## src/rtl/tcp_pkg.sv

```systemverilog
`timescale 1ns/1ps
package tcp_pkg;
   typedef enum logic [1:0] {
      SRC_OFF  = 2'b00,
      SRC_OWN  = 2'b01,
      SRC_PEER = 2'b10,
      SRC_RSVD = 2'b11
   } src_sel_e;

   localparam int unsigned NCH = 2;
endpackage

```

## src/rtl/tcp_edge_sync.sv

```systemverilog
`timescale 1ns/1ps
module tcp_edge_sync #(
   parameter int unsigned STAGES = 2
) (
   input  logic clk,
   input  logic rst_n,
   input  logic pin,
   output logic rise,
   output logic fall
);
   localparam int unsigned TOP = STAGES - 1;

   if (STAGES < 2) begin : g_bad_stages
      $error("tcp_edge_sync: STAGES must be at least 2");
   end

   logic [STAGES-1:0] sync_q;
   logic              prev_q;

   always_ff @(posedge clk or negedge rst_n) begin
      if (!rst_n) begin
         sync_q <= '0;
         prev_q <= 1'b0;
      end else begin
         sync_q <= {sync_q[TOP-1:0], pin};
         prev_q <= sync_q[TOP];
      end
   end

   assign rise = sync_q[TOP] & ~prev_q;
   assign fall = ~sync_q[TOP] & prev_q;
endmodule

```

## src/rtl/tcp_counter.sv

```systemverilog
`timescale 1ns/1ps
module tcp_counter #(
   parameter int unsigned CNT_W = 16
) (
   input  logic             clk,
   input  logic             rst_n,
   input  logic             en,
   input  logic             restart,
   input  logic [CNT_W-1:0] reload,
   output logic [CNT_W-1:0] count
);
   localparam logic [CNT_W-1:0] ONE = CNT_W'(1);

   logic [CNT_W-1:0] cnt_q;

   always_ff @(posedge clk or negedge rst_n) begin
      if (!rst_n)               cnt_q <= '0;
      else if (restart)         cnt_q <= '0;
      else if (en) begin
         if (cnt_q == reload)   cnt_q <= '0;
         else                   cnt_q <= cnt_q + ONE;
      end
   end

   assign count = cnt_q;
endmodule

```

## src/rtl/tcp_channel.sv

```systemverilog
`timescale 1ns/1ps
module tcp_channel #(
   parameter int unsigned CNT_W = 16
) (
   input  logic             clk,
   input  logic             rst_n,
   input  logic             evt,
   input  logic             sw_gen,
   input  logic             flag_clr,
   input  logic             ovr_clr,
   input  logic [CNT_W-1:0] count,
   output logic [CNT_W-1:0] cap_val,
   output logic             flag,
   output logic             ovr
);
   logic [CNT_W-1:0] cap_q;
   logic             flag_q;
   logic             ovr_q;

   always_ff @(posedge clk or negedge rst_n) begin
      if (!rst_n) begin
         cap_q  <= '0;
         flag_q <= 1'b0;
         ovr_q  <= 1'b0;
      end else begin
         if (evt) cap_q <= count;

         if (evt || sw_gen)  flag_q <= 1'b1;
         else if (flag_clr)  flag_q <= 1'b0;

         if (evt && flag_q)  ovr_q <= 1'b1;
         else if (ovr_clr)   ovr_q <= 1'b0;
      end
   end

   assign cap_val = cap_q;
   assign flag    = flag_q;
   assign ovr     = ovr_q;
endmodule

```

## src/rtl/tmr_cap_pair.sv

```systemverilog
`timescale 1ns/1ps
module tmr_cap_pair
   import tcp_pkg::*;
#(
   parameter int unsigned CNT_W       = 16,
   parameter int unsigned SYNC_STAGES = 2
) (
   input  logic             clk,
   input  logic             rst_n,
   input  logic [1:0]       pin_in,
   input  logic             cnt_en,
   input  logic [CNT_W-1:0] reload_val,
   input  logic             restart_en,
   input  logic             restart_src,
   input  logic [1:0]       src_sel0,
   input  logic [1:0]       src_sel1,
   input  logic [1:0]       edge_pol,
   input  logic [1:0]       int_en,
   input  logic [1:0]       dma_en,
   input  logic [1:0]       sw_gen,
   input  logic [1:0]       flag_clr,
   input  logic [1:0]       ovr_clr,
   output logic [CNT_W-1:0] count,
   output logic [CNT_W-1:0] cap_val0,
   output logic [CNT_W-1:0] cap_val1,
   output logic [1:0]       cap_flag,
   output logic [1:0]       ovr_flag,
   output logic [1:0]       irq,
   output logic [1:0]       dma_req
);
   if (CNT_W < 2 || CNT_W > 32) begin : g_bad_width
      $error("tmr_cap_pair: CNT_W must lie in 2..32");
   end

   logic [NCH-1:0] pin_rise;
   logic [NCH-1:0] pin_fall;
   logic [NCH-1:0] cap_evt;
   logic           restart_evt;
   logic [CNT_W-1:0] cap_arr [NCH];
   src_sel_e       sel_arr [NCH];

   assign sel_arr[0] = src_sel_e'(src_sel0);
   assign sel_arr[1] = src_sel_e'(src_sel1);

   for (genvar p = 0; p < NCH; p++) begin : g_pin
      tcp_edge_sync #(.STAGES(SYNC_STAGES)) u_sync (
         .clk  (clk),
         .rst_n(rst_n),
         .pin  (pin_in[p]),
         .rise (pin_rise[p]),
         .fall (pin_fall[p])
      );
   end

   for (genvar c = 0; c < NCH; c++) begin : g_ch
      localparam int unsigned PEER = c ^ 1;
      logic own_edge;
      logic peer_edge;

      assign own_edge  = edge_pol[c] ? pin_fall[c]    : pin_rise[c];
      assign peer_edge = edge_pol[c] ? pin_fall[PEER] : pin_rise[PEER];

      always_comb begin
         unique case (sel_arr[c])
            SRC_OWN:  cap_evt[c] = own_edge;
            SRC_PEER: cap_evt[c] = peer_edge;
            default:  cap_evt[c] = 1'b0;
         endcase
      end

      tcp_channel #(.CNT_W(CNT_W)) u_chan (
         .clk     (clk),
         .rst_n   (rst_n),
         .evt     (cap_evt[c]),
         .sw_gen  (sw_gen[c]),
         .flag_clr(flag_clr[c]),
         .ovr_clr (ovr_clr[c]),
         .count   (count),
         .cap_val (cap_arr[c]),
         .flag    (cap_flag[c]),
         .ovr     (ovr_flag[c])
      );
   end

   assign restart_evt = restart_en & cap_evt[restart_src];

   tcp_counter #(.CNT_W(CNT_W)) u_cnt (
      .clk    (clk),
      .rst_n  (rst_n),
      .en     (cnt_en),
      .restart(restart_evt),
      .reload (reload_val),
      .count  (count)
   );

   assign cap_val0 = cap_arr[0];
   assign cap_val1 = cap_arr[1];
   assign irq      = cap_flag & int_en;
   assign dma_req  = cap_flag & dma_en;
endmodule

```

## config.mk

```make
export PLATFORM = sky130hd
export DESIGN_NAME = tmr_cap_pair
export DESIGN_NICKNAME = d
export VERILOG_FILES = /design/src/rtl/tcp_pkg.sv /design/src/rtl/tcp_edge_sync.sv /design/src/rtl/tcp_counter.sv /design/src/rtl/tcp_channel.sv /design/src/rtl/tmr_cap_pair.sv
export SDC_FILE = /design/constraint.sdc
export NUM_CORES = 1
export LEC_CHECK = 0
export ABC_AREA = 1
export BUFFER_PORTS_ARGS = -buffer_cell sky130_fd_sc_hd__buf_2
export CORE_AREA = 2 2 78 80
export CTS_BUF_LIST = sky130_fd_sc_hd__clkbuf_8
export DETAILED_ROUTE_END_ITERATION = 12
export DIE_AREA = 0 0 80 82
export PLACE_DENSITY = 0.92
export RECOVER_POWER = 25
export SYNTH_ARGS = -nofsm -noshare
export SYNTH_HDL_FRONTEND = slang
export SYNTH_SLANG_ARGS = --single-unit
```

## constraint.sdc

```tcl
create_clock -name clk -period 2.15 [get_ports clk]
set_input_delay 0.3225 -clock clk [delete_from_list [all_inputs] [get_ports clk]]
set_output_delay 0.3225 -clock clk [all_outputs]
set_load 0.03 [all_outputs]
```

==> results of run 1 <==
[state kept, by name (all words and copies together) (netlist names)]
name and flops:
g_ch.u_chan.cap_val 32, u_cnt.count 16, g_pin.u_sync.sync_q 4, g_ch.u_chan.flag 2, g_ch.u_chan.ovr 2, g_pin.u_sync.prev_q 2
[cell usage in the layout (no fill, tap or decap), types with 5 or more instances in the layout]
| cell | instances |
|---|---|
| nand2_1 | 139 |
| buf_2 | 93 |
| dfrtp_1 | 58 |
| inv_1 | 57 |
| o21ai_0 | 37 |
| nand3_1 | 27 |
| nor2_1 | 27 |
| clkbuf_8 | 10 |
| a21oi_1 | 7 |
| ha_1 | 5 |
[path summary, 6_finish.rpt]
check | to | start
max in group asynchronous | u_cnt.count[13] | rst_n
max reg2reg | u_cnt.count[2] | u_cnt.count[11]
min in group asynchronous | g_ch[0].u_chan.flag | rst_n
min reg2reg | g_pin[0].u_sync.sync_q[1] | g_pin[0].u_sync.sync_q[0]
min | g_pin[0].u_sync.sync_q[0] | pin_in[0]
max | u_cnt.count[2] | u_cnt.count[11]
[per-layer routing]
| layer | wire (um) | up-vias | global-route usage (%) |
|---|---|---|---|
| met5 | 0 | - | 0 |
| met3 | 622 | 18 | 7.47 |
| li1 | - | 1412 | - |
| met4 | 189 | 0 | 9.66 |
| met1 | 3210 | 1351 | 30.7 |
| met2 | 3800 | 153 | 41.7 |
[final cells by class]
| type | instances | area, um2 | share of cell area [%] |
|---|---|---|---|
| Tap cell | 75 | 93.8 | 2.55 |
| Inverter | 59 | 221 | 6.01 |
| Clock inverter | 6 | 81.3 | 2.21 |
| Clock buffer | 10 | 138 | 3.74 |
| Multi-Input combinational cell | 262 | 1180 | 31.9 |
| Timing Repair Buffer | 99 | 522 | 14.2 |
| Sequential cell | 58 | 1450 | 39.4 |
[worst reg2reg max path, stage by stage, from the launching register on]
cell and delay, ns:
dfrtp_1 0.52, inv_2 0.11, nand2_1 0.07, nand2_1 0.05, nor2_1 0.12, nand2_1 0.07, nor2_1 0.15, nand3_2 0.30
nand3b_1 0.20, nor2_1 0.05
[through the flow]
| stage | hold slack [ns] | cell area (um2) | util [%] |
|---|---|---|---|
| finish | 0.0800 | 3680 | 64.1 |
| CTS | 0.0757 | 3680 | 64.1 |
| floorplan | 0.0269 | 2930 | - |
| global placement | 0.333 | 3460 | 60.1 |
| detailed placement | 0.337 | 3460 | 60.1 |
| global route | 0.0756 | 3680 | 64.1 |
[logic make-up after synthesis]
group | count (synthesis) | synth area share (%)
and+or+nand+nor | 209 | 29.5
adders and majority gates | 5 | 2.13
buffers and inverters | 72 | 10.4
xor gates and xnor gates | 1 | 0.299
DFF | 58 | 49.5
AOI/OAI and AO/OA | 47 | 8.15
[repair_timing]
action	4_1_cts	5_1_grt
hold buffers	1	0
hold endpoints to repair	24	0
resized for setup	0	0
[where the power goes]
part,leakage [nW],switching [mW],internal (mW)
registers,0.777,0.0789,1.18
logic,1.25,0.427,0.182
clock network,0.113,0.442,0.675
==> flow_metrics.env, run 1 <==
export IMPL_status="finished clean"
export IMPL_final_cells=569
export IMPL_die_width_um=80
export IMPL_holdPathStages=1
export IMPL_clock_sinks=58
export IMPL_dieHeight_um=82
export IMPL_core_area_um2=5750
export IMPL_finalPower_mw=2.99
export IMPL_clkTransAtPathRegs_ns=0.07
export IMPL_area_growth_synth_to_final_pct=25.7
export IMPL_ios=95
export IMPL_cap_violations=0
export IMPL_setup_worst_path_start_class="flip-flop"
export IMPL_h_tree_depth=3
export IMPL_hp_class="input pin to flip-flop"
export IMPL_leakagePower_nw=2.14
export IMPL_yosysMostFrequentCell="nand2_1"
export IMPL_finalHoldViolCount=0
export IMPL_clock_fmax_mhz=574
export IMPL_ys_seq_area_share_pct=49.5
export IMPL_worst_slack_ns=0.407
export IMPL_drc=0
export IMPL_r2r_slack_ns=0.41
export IMPL_worst_slew_pin_slew_ns=1.47
export IMPL_fin_crit_ns=1.74
export IMPL_drt_iter0_markers=226
export IMPL_synth_area_leader_cell="dfrtp_1"
export IMPL_ir_worst_vdd_mv=0.419
export IMPL_endpoint_kind="flip-flop"
export IMPL_grt_pass1_wl_um=12400
export IMPL_syn_area_um2=2930
export IMPL_worst_path_buf_inv=1
export IMPL_dp_hpwl_um=5700
export IMPL_pwr_density_cell_nw_per_um2=812
export IMPL_yosys_top_cells_count="139 x nand2_1, 58 x dfrtp_1, 56 x inv_1"
export IMPL_routed_wl_um=7810
export IMPL_grt_pass1_vias=2760
export IMPL_fillers=482
export IMPL_dr_pass1_iters=6
export IMPL_finalNetCount=533
export IMPL_reg2regPathDepth=9
export IMPL_worstSetupPathType="flip-flop to flip-flop"
export IMPL_synth_edf_count=0
export IMPL_post_drt_wl_per_cell_um=13.7
export IMPL_drive_above_1_share_pct=24.7
export IMPL_port_buffers=94
export IMPL_setup_viol=0
export IMPL_track_usage_pct=25.0
export IMPL_antenna_cells=0
export IMPL_syn_num_nets=436
export IMPL_place_ws_ns=0.449
export IMPL_rows=28
export IMPL_ys_ff_latch=58
export IMPL_synth_area_leaders="dfrtp_1 50%, nand2_1 18%, inv_1 7.2%"
export IMPL_cpPeakStageDelay_ns=0.52
export IMPL_fin_setup_tns_ns=0
export IMPL_synth_top_area_share_pct=49.5
export IMPL_cts_setup_buffers=0
export IMPL_cts_root_buf="clkbuf_8"
export IMPL_slew_viol_final=0
export IMPL_slew_limit_headroom_pct=1.94
export IMPL_grt_overflow=0
export IMPL_syn_avg_cell_area_um2=7.48
export IMPL_yosysUniqueCellTypes=27
export IMPL_cp_top_family="simple AND/OR/NAND/NOR gates"
export IMPL_cp_max_fo=13
export IMPL_cts_buffers=9
export IMPL_place_inst=552
export IMPL_clk_latency_ns=0.34
export IMPL_cp_num_cells=9
export IMPL_detail_route_antenna_nets=0
export IMPL_antenna_found_initial=0
export IMPL_cp_required_ns=2.38
export IMPL_crit_slowest_cell="dfrtp_1"
export IMPL_yosysWarnings=0
export IMPL_synth_flop_cell="dfrtp_1"
export IMPL_start_util_pct=51.0
export IMPL_grt_max_degree=35
export IMPL_async_flop_share_pct=100
export IMPL_clockBufferDepth=2
export IMPL_routed_via_count=2934
export IMPL_die_area_um2=6560
export IMPL_rsz0062_at_grt="false"
export IMPL_cts_tree="yes"
export IMPL_gp_congestion=0.918
export IMPL_fin_crit_sh_pct=81.1
export IMPL_crit_arrival_ns=1.97
export IMPL_skew_ns=0.00622
export IMPL_vias_per_cell=5.16
export IMPL_syn_instance_count=392
export IMPL_path_cells="inv_2, nand2_1, nand2_1, nor2_1, nand2_1, nor2_1, nand3_2, nand3b_1, nor2_1"
(Power assumes the default switching activity.)
==> run 2: changes to the inputs <==
==> constraint.sdc (replaced) <==
create_clock -name clk -period 1.78 [get_ports clk]
set_input_delay 0.267 -clock clk [delete_from_list [all_inputs] [get_ports clk]]
set_output_delay 0.267 -clock clk [all_outputs]
set_load 0.03 [all_outputs]
==> run 2 against run 1 <==
  * Cell area up 0.65%
  * Critical endpoint is now u_cnt.count[13]
  * Routed wire length increased by 2.0%
  * Register-to-register slack got worse by 0.28 ns
  * Worst setup slack worse by 0.28 ns
  * Combinational power up 21%
  * Critical path depth did not move
  * Clock-buffer cell count did not move
  * Total power increased by 21%
  * Sequential power increased by 21%
  * Maximum frequency up 5.3%
  * Largest cell class unchanged
  * Global-route usage rose by 0.059 points
==> flow_metrics.env, run 2 (same netlist as run 1, synthesis figures left out) <==
export IMPL_status="finished clean"
export IMPL_slew_viol_final=0
export IMPL_detail_route_antenna_nets=0
export IMPL_routed_wl_um=7970
export IMPL_cp_top_family="simple AND/OR/NAND/NOR gates"
export IMPL_rsz0062_at_grt="false"
export IMPL_routed_via_count=2965
export IMPL_drt_iter0_markers=265
export IMPL_drc=0
export IMPL_finalPower_mw=3.61
export IMPL_worst_slack_ns=0.125
export IMPL_die_width_um=80
export IMPL_drive_above_1_share_pct=25.2
export IMPL_rr_startpoint="u_cnt.count[11]"
export IMPL_holdPathStages=1
export IMPL_largest_reg_flops=32
export IMPL_setup_worst_path_start_class="flip-flop"
export IMPL_cp_max_fo=13
export IMPL_path_cells="inv_2, nand2_1, nand2_1, nor2_1, nand2_1, nor2_1, nand3_4, nand3_1, nor2_1"
export IMPL_cp_required_ns=2.00
export IMPL_cpPeakStageDelay_ns=0.50
export IMPL_grt_pass1_vias=2749
export IMPL_skew_ns=0.00366
export IMPL_grt_max_degree=59
export IMPL_clkTransAtPathRegs_ns=0.07
export IMPL_dp_hpwl_um=5620
export IMPL_layout_commonest_cell="nand2_1"
export IMPL_cts_tree="yes"
export IMPL_reg2regPathDepth=9
export IMPL_slew_limit_headroom_pct=48.4
export IMPL_cts_root_buf="clkbuf_8"
export IMPL_track_usage_pct=25.1
export IMPL_dr_pass1_iters=5
export IMPL_setup_viol=0
export IMPL_cts_setup_buffers=0
export IMPL_hp_class="input pin to flip-flop"
export IMPL_h_tree_depth=3
export IMPL_pwr_density_cell_nw_per_um2=974
export IMPL_cts_buffers=9
export IMPL_start_util_pct=51.0
export IMPL_post_drt_wl_per_cell_um=14.0
export IMPL_whs_ns=0.0316
export IMPL_grt_overflow=0
export IMPL_leakagePower_nw=2.16
export IMPL_fin_crit_ns=1.65
export IMPL_gp_congestion=0.973
export IMPL_rows=28
export IMPL_clock_sinks=58
export IMPL_finalNetCount=535
export IMPL_ios=95
export IMPL_cap_violations=0
export IMPL_clk_latency_ns=0.34
export IMPL_finalHoldViolCount=0
export IMPL_antenna_cells=0
export IMPL_dieHeight_um=82
export IMPL_place_ws_ns=0.163
export IMPL_grt_pass1_wl_um=12600
export IMPL_r2r_slack_ns=0.13
export IMPL_reg2reg_to="u_cnt.count[13]"
export IMPL_clockBufferDepth=2
export IMPL_worstSetupPathType="flip-flop to flip-flop"
export IMPL_worst_path_buf_inv=1
export IMPL_antenna_found_initial=0
export IMPL_die_area_um2=6560
export IMPL_critPathLaunch="u_cnt.count[11]"
export IMPL_crit_slowest_cell="dfrtp_1"
export IMPL_endpoint_kind="flip-flop"
export IMPL_fin_setup_tns_ns=0
export IMPL_vias_per_cell=5.19
export IMPL_final_cell_mix="139 x nand2_1, 94 x buf_2, 58 x dfrtp_1"
export IMPL_core_area_um2=5750
export IMPL_port_buffers=94
export IMPL_clock_fmax_mhz=604
export IMPL_crit_arrival_ns=1.88
export IMPL_fin_crit_sh_pct=93.0
export IMPL_ir_worst_vdd_mv=0.493
export IMPL_hold_end="g_pin[1].u_sync.sync_q[0]"
export IMPL_worst_slew_pin_slew_ns=0.774
export IMPL_min_from="pin_in[1]"
export IMPL_area_growth_synth_to_final_pct=26.5
-- run 2: cell types whose count changed in the layout (fill, tap and decap cells not counted), sizes merged --
cell | before | now
buf | 97 | 99
-- run 2: worst register-to-register path, cell delays in order, from the launching register on --
cell	delay, ns
dfrtp_1	0.50
inv_2	0.11
nand2_1	0.07
nand2_1	0.05
nor2_1	0.13
nand2_1	0.08
nor2_1	0.20
nand3_4	0.22
nand3_1	0.13
nor2_1	0.06
-- run 2: worst max-delay path by stage --
stage / depth (start not counted) / slack [ns] / endpoint
2_1_floorplan: 10 / 0.25 / u_cnt.count[13]
3_3_place_gp: 9 / 0.20 / u_cnt.count[2]
3_5_place_dp: 9 / 0.16 / u_cnt.count[2]
4_1_cts: 9 / 0.11 / u_cnt.count[2]
5_1_grt: 9 / 0.01 / u_cnt.count[2]
6_report: 9 / 0.13 / u_cnt.count[13]
-- run 2: area by class of cell --
class,instances,area (um2)
Fill cell,465,2040
Sequential cell,58,1450
Multi-Input combinational cell,262,1180
Timing Repair Buffer,101,538
Inverter,59,221
Clock buffer,10,138
Tap cell,75,93.8
Clock inverter,6,81.3
-- run 2: power breakdown --
part / total, mW / internal (mW) / leakage (nW) / switching, mW
Clock: 1.35 / 0.816 / 0.113 / 0.535
Sequential: 1.52 / 1.43 / 0.777 / 0.0902
Combinational: 0.738 / 0.223 / 1.27 / 0.515
Total: 3.61 / 2.47 / 2.16 / 1.14
-- run 2: metal layers --
| layer | track usage (%) | share of wire [%] | up-vias |
|---|---|---|---|
| met5 | 0 | 0 | - |
| met4 | 8.31 | 2.2 | 0 |
| met3 | 6.48 | 9.4 | 21 |
| met2 | 42.1 | 48 | 172 |
| met1 | 31.7 | 40 | 1364 |
| li1 | - | - | 1408 |
-- run 2: through the flow --
step | instances | instance area (um2) | utilization (%)
finish | 571 | 3710 | 64.5
floorplan | 392 | 2930 | -
global placement | 554 | 3480 | 60.6
CTS | 571 | 3710 | 64.6
global route | 571 | 3710 | 64.5
detailed placement | 554 | 3480 | 60.6
-- run 2: timing repair --
item | CTS | global route
gates resized for setup | 0 | 1
endpoints found under the hold margin | 58 | 0
endpoints found under the setup margin | 0 | 13
hold buffers | 1 | 0
==> run 3: changes to the inputs <==
--- a/config.mk
+++ b/config.mk
@@ -6,13 +6,14 @@
 export NUM_CORES = 1
 export LEC_CHECK = 0
 export ABC_AREA = 1
-export BUFFER_PORTS_ARGS = -buffer_cell sky130_fd_sc_hd__buf_2
+export BUFFER_PORTS_ARGS = -buffer_cell sky130_fd_sc_hd__buf_4
 export CORE_AREA = 2 2 78 80
 export CTS_BUF_LIST = sky130_fd_sc_hd__clkbuf_8
 export DETAILED_ROUTE_END_ITERATION = 12
 export DIE_AREA = 0 0 80 82
 export PLACE_DENSITY = 0.92
 export RECOVER_POWER = 25
+export SLEW_MARGIN = 20
 export SYNTH_ARGS = -nofsm -noshare
 export SYNTH_HDL_FRONTEND = slang
 export SYNTH_SLANG_ARGS = --single-unit
==> run 3 against run 2 <==
  * Utilization grew 3.3 points
  * Clock skew rose by 0.0015 ns
  * Combinational power is 12% higher
  * Clock-buffer cell count is the same
  * Via count is 1.3% lower
  * Clock power hardly changed
  * Die area unchanged
  * Cell count fell by 0.70%
  * Worst hold slack gained 0.029 ns
  * Flip-flop and latch count stayed put
  * Critical path depth unchanged
  * Critical endpoint is now u_cnt.count[2]
==> flow_metrics.env, run 3 (same netlist as run 1, synthesis figures left out) <==
export IMPL_vias_per_cell=5.16
export IMPL_worstSetupPathType="flip-flop to flip-flop"
export IMPL_track_usage_pct=25.2
export IMPL_dr_pass1_iters=5
export IMPL_fin_setup_tns_ns=0
export IMPL_pwr_density_cell_nw_per_um2=950
export IMPL_routed_via_count=2927
export IMPL_cts_buffers=9
export IMPL_path_cells="inv_2, nand2_1, nand2_1, nor2_1, nand2_1, nor2_2, nand3_4, nand3b_1, nor2_1"
export IMPL_rr_startpoint="u_cnt.count[3]"
export IMPL_layout_commonest_cell="nand2_1"
export IMPL_area_growth_synth_to_final_pct=32.9
export IMPL_finalHoldViolCount=0
export IMPL_largest_reg_flops=32
export IMPL_antenna_found_initial=0
export IMPL_critPathLaunch="u_cnt.count[3]"
export IMPL_h_tree_depth=3
export IMPL_final_cells=567
export IMPL_port_buffers=94
export IMPL_clkTransAtPathRegs_ns=0.07
export IMPL_leakagePower_nw=2.17
export IMPL_routed_wl_um=7970
export IMPL_detail_route_antenna_nets=0
export IMPL_grt_pass1_wl_um=12600
export IMPL_cp_num_cells=9
export IMPL_gp_congestion=0.941
export IMPL_slew_limit_headroom_pct=5.49
export IMPL_cts_setup_buffers=0
export IMPL_drc=0
export IMPL_worst_slew_pin_slew_ns=1.42
export IMPL_grt_overflow=0
export IMPL_hp_class="input pin to flip-flop"
export IMPL_cts_hold_fix_buffers=0
export IMPL_rsz0062_at_grt="false"
export IMPL_start_util_pct=51.0
export IMPL_post_drt_wl_per_cell_um=14.1
export IMPL_drive_above_1_share_pct=24.8
export IMPL_antenna_cells=0
export IMPL_cts_tree="yes"
export IMPL_dieHeight_um=82
export IMPL_cp_top_family="simple AND/OR/NAND/NOR gates"
export IMPL_reg2reg_to="u_cnt.count[2]"
export IMPL_clockBufferDepth=2
export IMPL_final_cell_mix="139 x nand2_1, 94 x buf_4, 58 x dfrtp_1"
export IMPL_endpoint_kind="flip-flop"
export IMPL_place_inst=551
export IMPL_fin_crit_ns=1.66
export IMPL_die_area_um2=6560
export IMPL_ios=95
export IMPL_setup_worst_path_start_class="flip-flop"
export IMPL_cp_common_cell="nand2_1"
export IMPL_clock_fmax_mhz=604
export IMPL_core_area_um2=5750
export IMPL_drt_iter0_markers=192
export IMPL_die_width_um=80
export IMPL_rows=28
export IMPL_worst_path_buf_inv=1
export IMPL_clk_latency_ns=0.33
export IMPL_reg2regPathDepth=9
export IMPL_status="finished clean"
export IMPL_crit_arrival_ns=1.87
export IMPL_cts_root_buf="clkbuf_8"
export IMPL_clock_sinks=58
export IMPL_r2r_slack_ns=0.12
export IMPL_skew_ns=0.00514
export IMPL_grt_pass1_vias=2709
export IMPL_dp_hpwl_um=5830
export IMPL_cts_resized=0
export IMPL_crit_end="u_cnt.count[2]"
export IMPL_grt_max_degree=59
export IMPL_finalNetCount=531
export IMPL_slew_viol_final=0
export IMPL_ir_worst_vdd_mv=0.521
export IMPL_cpPeakStageDelay_ns=0.52
export IMPL_fin_crit_sh_pct=93.0
export IMPL_cp_max_fo=13
export IMPL_crit_slowest_cell="dfrtp_1"
export IMPL_cap_violations=0
export IMPL_cp_required_ns=2.00
export IMPL_whs_ns=0.0608
export IMPL_setup_viol=0
## run 3: cell count changes in the layout (fill, tap and decap cells not counted)
cell	delta
buf_12	-1
buf_2	-94
buf_4	+90
clkbuf_2	+1
clkbuf_4	+1
dlygate4sd3_1	-1
## run 3: power breakdown
group / internal (mW) / leakage (nW) / switching [mW]
combinational: 0.299 / 1.28 / 0.524
clock: 0.816 / 0.113 / 0.527
sequential: 1.43 / 0.777 / 0.103
total: 2.55 / 2.17 / 1.15
## run 3: cell type report
class                           count  area (um2)
Fill cell                         448        1850
Multi-Input combinational cell    262        1180
Tap cell                           75        93.8
Sequential cell                    58        1450
Clock buffer                       10         138
Inverter                           59         221
Timing Repair Buffer               97         726
Clock inverter                      6        81.3
## run 3: metrics by stage
step           area (um2)  util [%]  power (mW)  setup WS [ns]
6_report             3890      67.8        3.70          0.125
5_1_grt              3890      67.8        3.85         0.0260
4_1_cts              3890      67.7        3.71         0.0678
3_5_place_dp         3670      63.9        2.37          0.130
3_3_place_gp         3670      63.9        2.34          0.170
2_1_floorplan        2930         -        2.01          0.249
## run 3: worst min path at each step
stage	to	cells past startpoint	from	slack, ns
floorplan	g_ch[0].u_chan.cap_val[0]	0	rst_n	-0.03
global placement	g_pin[1].u_sync.sync_q[1]	0	g_pin[1].u_sync.sync_q[0]	0.33
detailed placement	g_pin[0].u_sync.sync_q[1]	0	g_pin[0].u_sync.sync_q[0]	0.33
CTS	g_ch[1].u_chan.cap_val[11]	1	rst_n	0.0006
finish	g_pin[0].u_sync.sync_q[0]	1	pin_in[0]	0.06
global route	g_pin[0].u_sync.sync_q[0]	1	pin_in[0]	0.04
## run 3: worst reg2reg max path, stage by stage, from the launching register on
cell      delay, ns
dfrtp_1        0.52
inv_2          0.10
nand2_1        0.07
nand2_1        0.05
nor2_1         0.11
nand2_1        0.12
nor2_2         0.19
nand3_4        0.18
nand3b_1       0.15
nor2_1         0.05
## run 3: layer usage
metal  wire (um)  share of wire, %  global-route usage (%)
met5           0                 0                       0
met4         153               1.9                    7.97
met3         815                10                    7.80
met2        3890                49                    41.8
met1        3110                39                    31.5
